[src/rtl/ctrl_port_decoder.sv]
module ctrl_port_decoder #(
  parameter int NREGS     = 24,
  parameter int LOCK_FROM = 11
) (
  input  logic        clk,
  input  logic        rst_n,
  input  logic        ctl_wr,
  input  logic [15:0] ctl_data,
  input  logic        dat_wr,
  input  logic        dat_rd,
  input  logic        stat_rd,
  input  logic        dma_done,
  input  logic [4:0]  rd_idx,
  output logic [7:0]  rd_val,
  output logic [15:0] addr,
  output logic [5:0]  code,
  output logic        pending,
  output logic        fill_start,
  output logic        copy_start,
  output logic        xfer_start,
  output logic [16:0] dma_len,
  output logic        dma_active
);

  localparam int LW = 17;

  logic [7:0]  regs_q [NREGS];
  logic [15:0] addr_q;
  logic [5:0]  code_q;
  logic [1:0]  hi_q;
  logic        pend_q, arm_q, act_q, hold_vld_q;
  logic [15:0] hold_q;

  logic        apply, is_regw, wr_ok, dma_req, dacc, arm_go, copy_go, xfer_go, fill_go;
  logic [15:0] word;
  logic [4:0]  widx;
  logic [5:0]  code2;
  logic [1:0]  kind;

  assign apply   = act_q ? (dma_done && (hold_vld_q || ctl_wr)) : ctl_wr;
  assign word    = (act_q && hold_vld_q) ? hold_q : ctl_data;
  assign is_regw = !pend_q && (word[15:14] == 2'b10);
  assign widx    = word[12:8];
  assign wr_ok   = is_regw && (int'(widx) < NREGS) &&
                   ((int'(widx) < LOCK_FROM) || regs_q[1][2]);
  assign code2   = {word[7:4], code_q[1:0]};
  assign kind    = regs_q[23][7:6];
  assign dma_req = apply && pend_q && code2[5] && regs_q[1][4];
  assign arm_go  = dma_req && (kind == 2'd2) && (code2[3:0] == 4'h1);
  assign copy_go = dma_req && (kind == 2'd3) && (code2[4:0] == 5'h10);
  assign xfer_go = dma_req && !kind[1];
  assign dacc    = dat_wr || dat_rd;
  assign fill_go = !apply && dat_wr && arm_q;

  always_ff @(posedge clk or negedge rst_n) begin
    if (!rst_n) begin
      for (int i = 0; i < NREGS; i++) regs_q[i] <= '0;
      addr_q <= '0; code_q <= '0; hi_q <= '0; pend_q <= 1'b0; arm_q <= 1'b0;
    end else if (apply) begin
      if (!pend_q) begin
        addr_q      <= {hi_q, word[13:0]};
        code_q[1:0] <= word[15:14];
        pend_q      <= !is_regw;
        if (wr_ok) regs_q[widx] <= word[7:0];
      end else begin
        pend_q        <= 1'b0;
        hi_q          <= word[1:0];
        addr_q[15:14] <= word[1:0];
        code_q[5:2]   <= word[7:4];
        if (arm_go) arm_q <= 1'b1;
      end
    end else begin
      if (dacc) begin
        pend_q <= 1'b0;
        addr_q <= addr_q + {8'b0, regs_q[15]};
        if (dat_wr) arm_q <= 1'b0;
      end
      if (stat_rd) pend_q <= 1'b0;
    end
  end

  always_ff @(posedge clk or negedge rst_n) begin
    if (!rst_n) begin
      act_q <= 1'b0; hold_vld_q <= 1'b0; hold_q <= '0;
      fill_start <= 1'b0; copy_start <= 1'b0; xfer_start <= 1'b0;
    end else begin
      fill_start <= fill_go;
      copy_start <= copy_go;
      xfer_start <= xfer_go;
      if (act_q && dma_done) begin
        act_q      <= 1'b0;
        hold_vld_q <= 1'b0;
      end else if (act_q && ctl_wr) begin
        hold_vld_q <= 1'b1;
        hold_q     <= ctl_data;
      end
      if (fill_go || copy_go || xfer_go) act_q <= 1'b1;
    end
  end

  assign rd_val     = (int'(rd_idx) < NREGS) ? regs_q[rd_idx] : 8'h00;
  assign addr       = addr_q;
  assign code       = code_q;
  assign pending    = pend_q;
  assign dma_active = act_q;
  assign dma_len    = ({regs_q[20], regs_q[19]} == 16'h0) ? LW'(1 << 16)
                                                          : {1'b0, regs_q[20], regs_q[19]};

  assert_one_start_R5: assert property (@(posedge clk) disable iff (!rst_n)
    $onehot0({fill_start, copy_start, xfer_start}));
  assert_fill_after_write_R5: assert property (@(posedge clk) disable iff (!rst_n)
    fill_start |-> $past(dat_wr));
  assert_copy_code_R6: assert property (@(posedge clk) disable iff (!rst_n)
    copy_start |-> (code_q[4:0] == 5'h10) && (regs_q[23][7:6] == 2'd3));
  assert_xfer_kind_R7: assert property (@(posedge clk) disable iff (!rst_n)
    xfer_start |-> !regs_q[23][7]);
  assert_status_clears_R10: assert property (@(posedge clk) disable iff (!rst_n)
    stat_rd && !apply |=> !pend_q);
  assert_addr_step_R11: assert property (@(posedge clk) disable iff (!rst_n)
    dacc && !apply |=> addr_q == $past(addr_q) + {8'b0, $past(regs_q[15])});
  assert_parked_R12: assert property (@(posedge clk) disable iff (!rst_n)
    act_q && ctl_wr && !dma_done |=> $stable(code_q) && $stable(hi_q));

  for (genvar g = LOCK_FROM; g < NREGS; g++) begin : g_lock
    assert_locked_R9: assert property (@(posedge clk) disable iff (!rst_n)
      apply && is_regw && (widx == 5'(g)) && !regs_q[1][2] |=> $stable(regs_q[g]));
  end

endmodule

[config.mk]
export PLATFORM = sky130hd
export DESIGN_NAME = ctrl_port_decoder
export DESIGN_NICKNAME = d
export VERILOG_FILES = /design/src/rtl/ctrl_port_decoder.sv
export SDC_FILE = /design/constraint.sdc
export NUM_CORES = 1
export LEC_CHECK = 0
export BUFFER_PORTS_ARGS = -buffer_cell sky130_fd_sc_hd__buf_2
export CORE_UTILIZATION = 45
export DETAILED_ROUTE_END_ITERATION = 10
export PLACE_DENSITY = 0.7
export SETUP_SLACK_MARGIN = 0.15
export SYNTH_ARGS = -nofsm -noshare
export SYNTH_HDL_FRONTEND = slang
export SYNTH_SLANG_ARGS = --single-unit
export TNS_END_PERCENT = 50
[constraint.sdc]
create_clock -name clk -period 3.99 [get_ports clk]
set_clock_uncertainty 0.05 [all_clocks]
set_input_delay 0.5985 -clock clk [delete_from_list [all_inputs] [get_ports clk]]
set_output_delay 0.5985 -clock clk [all_outputs]
set_load 0.03 [all_outputs]
Word level (Yosys, flattened, before mapping) --
Index checks and enable logic that the tools add are counted. Widths: inputs -> output; s select.
Storage, ports and cells: flip-flop bits (word level) 239, bits of input ports 28, output and inout bits 52
Cells by class: $add $sub $neg 1, muxes and demuxes 27, bitwise gates (word level) 4, reductions and logical operators 39, eq/ne operators 8, $lt $le $gt $ge 6
Operators by type and width (number):
- $bwmux 192 | 1
- $mux 16 | 3
- $bmux 8 s5 | 1
- $demux 8 s5 | 1
- $mux 8 | 4
- $logic_and 1x1->1 | 18
- $mux 17 | 1
- $add 16x8->16 | 1
- $logic_not 16->1 | 1
- $mux 1 | 14
- $mux 14 | 1
- $ge 6x6->1 const B | 2
- $not 5->6 | 2
- $lt 5x5->1 const B | 2
- $reduce_and 2->1 | 4
- $reduce_bool 2->1 | 4
- $eq 2x2->1 const B | 3
- $lt 6x1->1 const B | 1
- $eq 5x5->1 const B | 1
- $logic_or 1x1->1 | 5
- $lt 5x4->1 const B | 1
- $eq 4x1->1 const B | 1
- $logic_not 1->1 | 4
- $ne 2x2->1 const B | 2
- 6 further kinds | 7

Depth between registers and ports, before layout --
Gate-level depths: netlist of run 1.
word-level depth 11, depth in mapped cells 9

Least setup slack after synthesis of run 1 --
No wires, ideal clock.
kind in2out, from in rd_idx[0], to out rd_val[7], required time 3.342 ns, path slack 0.940 ns, arrival 2.401 ns, stages 5, cells stage by stage buf_1 -> buf_2 -> mux4_2 -> mux2i_1 -> o221ai_1
Between the ends: word-level cells in the longest chain between the ends 5
Ends and longest elaborated chain:
- start: declaration | line 13 | input logic [4:0] rd_idx,
- $not 5->6 (implied by the code) | line 101 | assign rd_val = (int'(rd_idx) < NREGS) ? regs_q[rd_idx] : 8'h00;
- $bmux 8 s5 | line 101
- $mux 8 (implied by the code) (2 in series) | line 101
- $mux 8 (*) | line 101
- end: declaration | line 14 | output logic [7:0] rd_val,
Every way passes the cells marked *; elsewhere a longest branch is shown, timed or not. The select of a mux whose other input is x is not followed.

Final worst setup path of run 1 --
from reg act_q, in the netlist dma_active, to reg regs_q[62] (netlist bit)
Between the ends: word-level cells in the longest chain between the ends 8
Ends and longest elaborated chain:
- start: declaration | line 31 | logic pend_q, arm_q, act_q, hold_vld_q;
- start signal: assignment | line 84 | act_q <= 1'b0; hold_vld_q <= 1'b0; hold_q <= '0;
- start signal: assignment | line 91 | act_q <= 1'b0;
- start signal: assignment | line 97 | if (fill_go || copy_go || xfer_go) act_q <= 1'b1;
- $logic_and 1x1->1 | line 41 | assign word = (act_q && hold_vld_q) ? hold_q : ctl_data;
- $mux 16 | line 41
- $not 5->6 (implied by the code) | line 64 | if (wr_ok) regs_q[widx] <= word[7:0];
- $ge 6x6->1 (implied by the code) / $lt 6x1->1 (equally long branches) | line 64
- $logic_and 1x1->1 (implied by the code) | line 64
- $mux 8 (implied by the code) | line 64
- $demux 8 s5 | line 64
- $bwmux 192 | line 64
- end signal: indexed assignment | line 64
- end: declaration | line 27 | logic [7:0] regs_q [NREGS];
Parallel ways exist; a longest one is shown, timed or not. A chain may end at the register's enable or synchronous reset.

==> results.ini, run 1 <==
[timing]
finalCritPeriodShare=0.863
tightest_slew_ns=1.18
fin_setup_tns_ns=0
layout_setup_ws_ns=0.547
rsz0062_at_grt=no
period_needed_ns=3.44
fmax_ghz=0.290
setup_violations=0
max_slew_margin=0.206
final_max_slew_viol_count=0
hold_viol=0

[die]
dieArea_mm2=0.0275
dieWidth_um=166
pin_count=80
fp.dieH_um=166
row_count=59
initial_core_util=0.460
coreArea_mm2=0.0262

[cts]
cts_made_buffers=27
cts_tree=yes
cts-hold-fix-buffers=1
cts_setup_buffers=0
cts_buffer_depth=3
htreeDepth=1
worstSkewPairLatency_ns=0.54
clk_pin_slew_ns=0.06
post_cts_resize_count=0
clock_sinks=239
clock_tree.root_cell=clkbuf_16

[logic_synthesis]
yosysTopAreaCell=dfrtp_1
synth_area_mm2=0.0121
syn_nets=901
synth_top_area_share=0.496
synth_edf_count=0
yosysUniqueCellTypes=75
yosys_warnings=0
synth_area_leaders=dfrtp_1 (50%), mux2_2 (19%), mux4_2 (9.0%), mux2i_1 (2.6%), nor4_4 (2.3%)
ys_ff_latch=239
avgSynthCellArea_um2=14.0
ys_seq_area_frac=0.496
syn_inst=864
yosys-top-cells-count=dfrtp_1 (239), mux2_2 (202), clkbuf_1 (52)
synth_top_flop_cell=dfrtp_1
synth_most_common_cell=dfrtp_1
async_flop_share=1.00

[pwr]
powerDensity_mw_per_mm2=429
ir_drop_mv=0.316
p_leak_nw=6.50

[detailed_routing]
drt_pass1_iterations=10
routed_wl_um=28800
routed-via-count=7501
ant_nets=0
drc_errors=6
vias_per_cell=5.93
first_iter_violations=485
routedWlPerCell_um=22.8

[setup_path]
crit_slowest_cell=nor4_4
critPathMaxFanout=19
crit_type=flip-flop to flip-flop
crit_top_cell=a31oi_4
end_kind=flip-flop
cp.required_ns=4.36
crit_path_cell_trace=nand2_4 -> a31oi_4 -> a31oi_4 -> nor4_4 -> mux2_2
worstSetupStartpointType=flip-flop
critPathBufInv=0
arrival_ns=3.81
crit_family=simple AND/OR/NAND/NOR gates
cpPeakStageDelay_ns=0.84
reg2reg_slack_ns=0.55

[global_routing]
grt_first_pass_wirelength_um=45700
grt_max_degree=96
antenna_found_initial=0
track_usage=0.214
grt_overflow=0
grt_pass1_vias=7776

[run_status]
violations=design-rule violations
status=finished, violations left

[place]
io_buffers=79
hpwl_um=19000
gp_congestion=0.815
dp.cells=1215
dp_slack_ns=0.608

[hold_path]
hold_path.class=input port to flip-flop

[cells_and_area]
drive_gt1_frac=0.455
fill_cells=2172
seqCellArea_mm2=0.00598
finish.net_count=947
multi_input_area_mm2=0.00571
area_delta_synth_final_pct=12.5
fin_cells=1265
antenna_cells=0

[run]
cap_violations=0

-- report_power, final --
part           internal (mW)  leakage [nW]  switching, mW  total, mW
registers               2.55          3.26          0.103       2.65
clock network           1.47         0.431          0.995       2.46
logic                  0.266          2.81          0.432      0.698
-- through the flow --
step           utilization  cell area [um2]  power, mW  hold slack [ns]
6_report             0.518            13600       5.82            0.213
2_1_floorplan            -            12100       3.15            0.253
5_1_grt              0.518            13600       6.03            0.221
3_5_place_dp         0.484            12700       3.40            0.420
4_1_cts              0.517            13600       5.88            0.198
3_3_place_gp         0.484            12700       3.38            0.413
-- path summary, 6_finish.rpt --
kind,startpoint,end,cells after the start
min in group asynchronous,rst_n,hold_q[2],2
max in group asynchronous,rst_n,regs_q[127],3
worst min register to register,code[5],code[5],2
worst max-delay path,dma_active,regs_q[62],5
worst min-delay path,dat_wr,arm_q,2
worst max register to register,dma_active,regs_q[62],5
-- sequential cells by signal, indices dropped and copies added (netlist names), 2 cells and up --
signal / cells
hold_q: 16
hi_q: 2
code: 6
addr: 16
kind: 2
regs_q: 190
-- routing by layer --
layer,GRT usage,share of wire,vias up
met5,0,0,-
met4,0.0561,0.023,0
met3,0.0332,0.036,45
met2,0.347,0.49,148
met1,0.302,0.45,3963
li1,-,-,3345
-- logic make-up (layout without fill, tap and decap cells) --
logic type / after synthesis / count (layout) / synth area share
AO/OA/AOI/OAI: 93 / 93 / 0.0577
XOR/XNOR: 5 / 5 / 0.00363
adder cells (fa/ha/maj): 9 / 9 / 0.00996
buffers and inverters: 84 / 150 / 0.0318
flip-flops: 239 / 239 / 0.496
multiplexers: 294 / 294 / 0.319
AND/OR/NAND/NOR: 140 / 140 / 0.0821
-- worst reg2reg max path, cell delays in order (launching register included) --
cell     delay, ns
dfrtp_1       0.76
nand2_4       0.29
a31oi_4       0.50
a31oi_4       0.46
nor4_4        0.85
mux2_2        0.42
-- layout make-up --
type,count,area share
timing repair buffer,92,0.0402
sequential,239,0.441
inverter,9,0.00249
multi-input combinational,541,0.421
clock inverter,9,0.00775
tap,335,0.0309
clock buffer,40,0.0571
-- layout by cell type (no fill, tap or decap), types with 10 or more instances in the layout --
cell type | synthesis | layout
mux2_2 | 202 | 202
dfrtp_1 | 239 | 239
buf_4 | 3 | 10
clkbuf_16 | 0 | 27
buf_2 | 8 | 77
o21ai_0 | 17 | 17
or3_1 | 12 | 12
a21oi_1 | 11 | 11
nand2_1 | 43 | 43
nor4_4 | 13 | 13
mux4_2 | 48 | 48
mux2i_1 | 31 | 31
(Power assumes the default switching activity.)
==> run 2, diff against run 1 <==
Settings changed: ABC_AREA set to 1, TNS_END_PERCENT 50 to 1.
==> run 2 against run 1 <==
Net effect:
- the flow still finishes with violations (design-rule violations)
- register-to-register slack better by 0.24 ns
- synthesized area up 1.6%
- utilization shrank 0.81 points
- via count grew 39%
- cell count rose by 47%
- sequential cell count is the same
- critical endpoint is now rd_val[0]
- largest cell class unchanged
==> results.ini, run 2 <==
[cells_and_area]
finish.net_count=1533
layout_commonest_cell=nand2_1
drive_gt1_frac=0.120
antenna_cells=0
layout_common_cells=nand2_1 (404), dfrtp_1 (239), nor2_1 (128), o21ai_0 (116), o21ai_1 (111)
fill_cells=2491
area_delta_synth_final_pct=11.5
top_register=regs_q
largest_register_ffs=190

[place]
hpwl_um=22000
dp_slack_ns=0.684
io_buffers=79
gp_congestion=0.897

[logic_synthesis]
yosys-top-cells-count=nand2_1 (404), dfrtp_1 (239), nor2_1 (128)
synth_area_mm2=0.0122
synth_top_area_share=0.488
yosysUniqueCellTypes=38
synth_edf_count=0
ys_ff_latch=239
yosys_warnings=0
syn_inst=1481
synth_area_leaders=dfrtp_1 (49%), nand2_1 (12%), o21ai_1 (4.8%), o21ai_0 (4.7%), nor2_1 (3.9%)
synth_most_common_cell=nand2_1
ys_seq_area_frac=0.488
async_flop_share=1.00
yosysTopAreaCell=dfrtp_1
avgSynthCellArea_um2=8.27
syn_nets=1518
synth_top_flop_cell=dfrtp_1

[setup_path]
critPathMaxFanout=56
critPathBufInv=3
crit_slowest_cell=buf_2
arrival_ns=2.68
crit_type=input port to primary output
cp.required_ns=3.34
worstSetupStartpointType=input port
crit_path_cell_trace=buf_2 -> buf_4 -> o21a_1 -> o21ai_0 -> o211ai_1 -> nand3_1 -> nand2_1 -> nand2_1 -> nand2_1 -> buf_2
reg2reg_slack_ns=0.79
crit_family=buffers and inverters
crit_top_cell=nand2_1
cpPeakStageDelay_ns=0.71
end_kind=primary output

[cts]
clock_sinks=239
clock_tree.root_cell=clkbuf_16
cts_buffer_depth=3
worstSkewPairLatency_ns=0.53
cts_tree=yes
post_cts_resize_count=0
htreeDepth=1
clk_pin_slew_ns=0.06
cts_setup_buffers=0
cts-hold-fix-buffers=0
cts_made_buffers=26

[hold_path]
hold_path.class=input port to asynchronous set/reset pin

[detailed_routing]
routedWlPerCell_um=18.0
routed-via-count=10500
drc_errors=2
ant_nets=0
routed_wl_um=33400
drt_pass1_iterations=8
vias_per_cell=5.63
first_iter_violations=801

[timing]
max_slew_margin=0.338
setup_violations=0
final_max_slew_viol_count=0
period_needed_ns=3.32
fin_setup_tns_ns=0
finalCritPeriodShare=0.833
layout_setup_ws_ns=0.666
hold_viol=0
fmax_ghz=0.301
rsz0062_at_grt=no
tightest_slew_ns=0.992

[pwr]
seqPwrFrac=0.448
ir_drop_mv=0.329
switching_share=0.281
net-switching-power_mw=1.64
powerDensity_mw_per_mm2=428
clockPowerShare=0.412
p_leak_nw=6.62
combPwrFrac=0.140
p_int_mw=4.21

[global_routing]
grt_first_pass_wirelength_um=54600
grt_max_degree=87
grt_overflow=0
grt_pass1_vias=9976
track_usage=0.245
antenna_found_initial=0

[die]
dieArea_mm2=0.0279
initial_core_util=0.457
fp.dieH_um=167
pin_count=80
row_count=60
dieWidth_um=167
coreArea_mm2=0.0268

[run_status]
status=finished, violations left
violations=design-rule violations

[run]
cap_violations=0

-- run 2: logic make-up after synthesis --
group	share of synthesized area
adders and majority gates	0.00981
and+or+nand+nor	0.244
buffers and inverters	0.0657
DFF	0.488
xor gates and xnor gates	0.00358
AOI/OAI and AO/OA	0.175
muxes	0.0131
-- run 2: layout make-up --
cell class | instances | area (um2) | area share
flip-flops and latches | 239 | 5980 | 0.438
multi-input cells | 1064 | 5490 | 0.402
clock buffers | 36 | 749 | 0.0549
repair buffers | 103 | 676 | 0.0495
well taps | 341 | 427 | 0.0312
inverters | 62 | 233 | 0.0170
clock inverters | 10 | 104 | 0.00760
-- run 2: power groups by stage --
stage                     sequential [mW]  clock, mW  combinational, mW
after floorplan                      2.72          0              0.454
after global placement               2.66          0              0.804
after detailed placement             2.66          0              0.816
after CTS                            2.62       2.44              0.818
after global routing                 2.64       2.55              0.898
final                                2.62       2.41              0.818
-- run 2: worst paths after layout --
| kind | startpoint | to | cells after the start |
|---|---|---|---|
| max | rd_idx[1] | rd_val[0] | 10 |
| min | rst_n | regs_q[134] | 1 |
| max reg2reg | dma_active | regs_q[116] | 9 |
| min reg2reg | regs_q[43] | regs_q[43] | 2 |
| max in group asynchronous | rst_n | regs_q[8] | 2 |
| min in group clk | dma_done | hold_vld_q | 4 |
-- run 2: metal layers --
layer | wire (um) | vias to the layer above | GRT usage | share of wire
met4 | 1000 | 0 | 0.0906 | 0.030
met3 | 2170 | 60 | 0.0345 | 0.065
met5 | 0 | - | 0 | 0
met2 | 14700 | 347 | 0.369 | 0.44
met1 | 15500 | 5009 | 0.358 | 0.46
li1 | - | 5035 | - | -
-- run 2: metrics by stage --
stage | area, um2 | util | total power, mW | hold WS [ns] | std cells
floorplan | 12200 | - | 3.18 | 0.253 | 1481
global placement | 12800 | 0.478 | 3.47 | 0.398 | 1809
detailed placement | 12800 | 0.478 | 3.48 | 0.404 | 1809
CTS | 13700 | 0.510 | 5.88 | 0.0318 | 1855
global route | 13700 | 0.510 | 6.09 | 0.0651 | 1855
finish | 13700 | 0.510 | 5.85 | 0.00898 | 1855
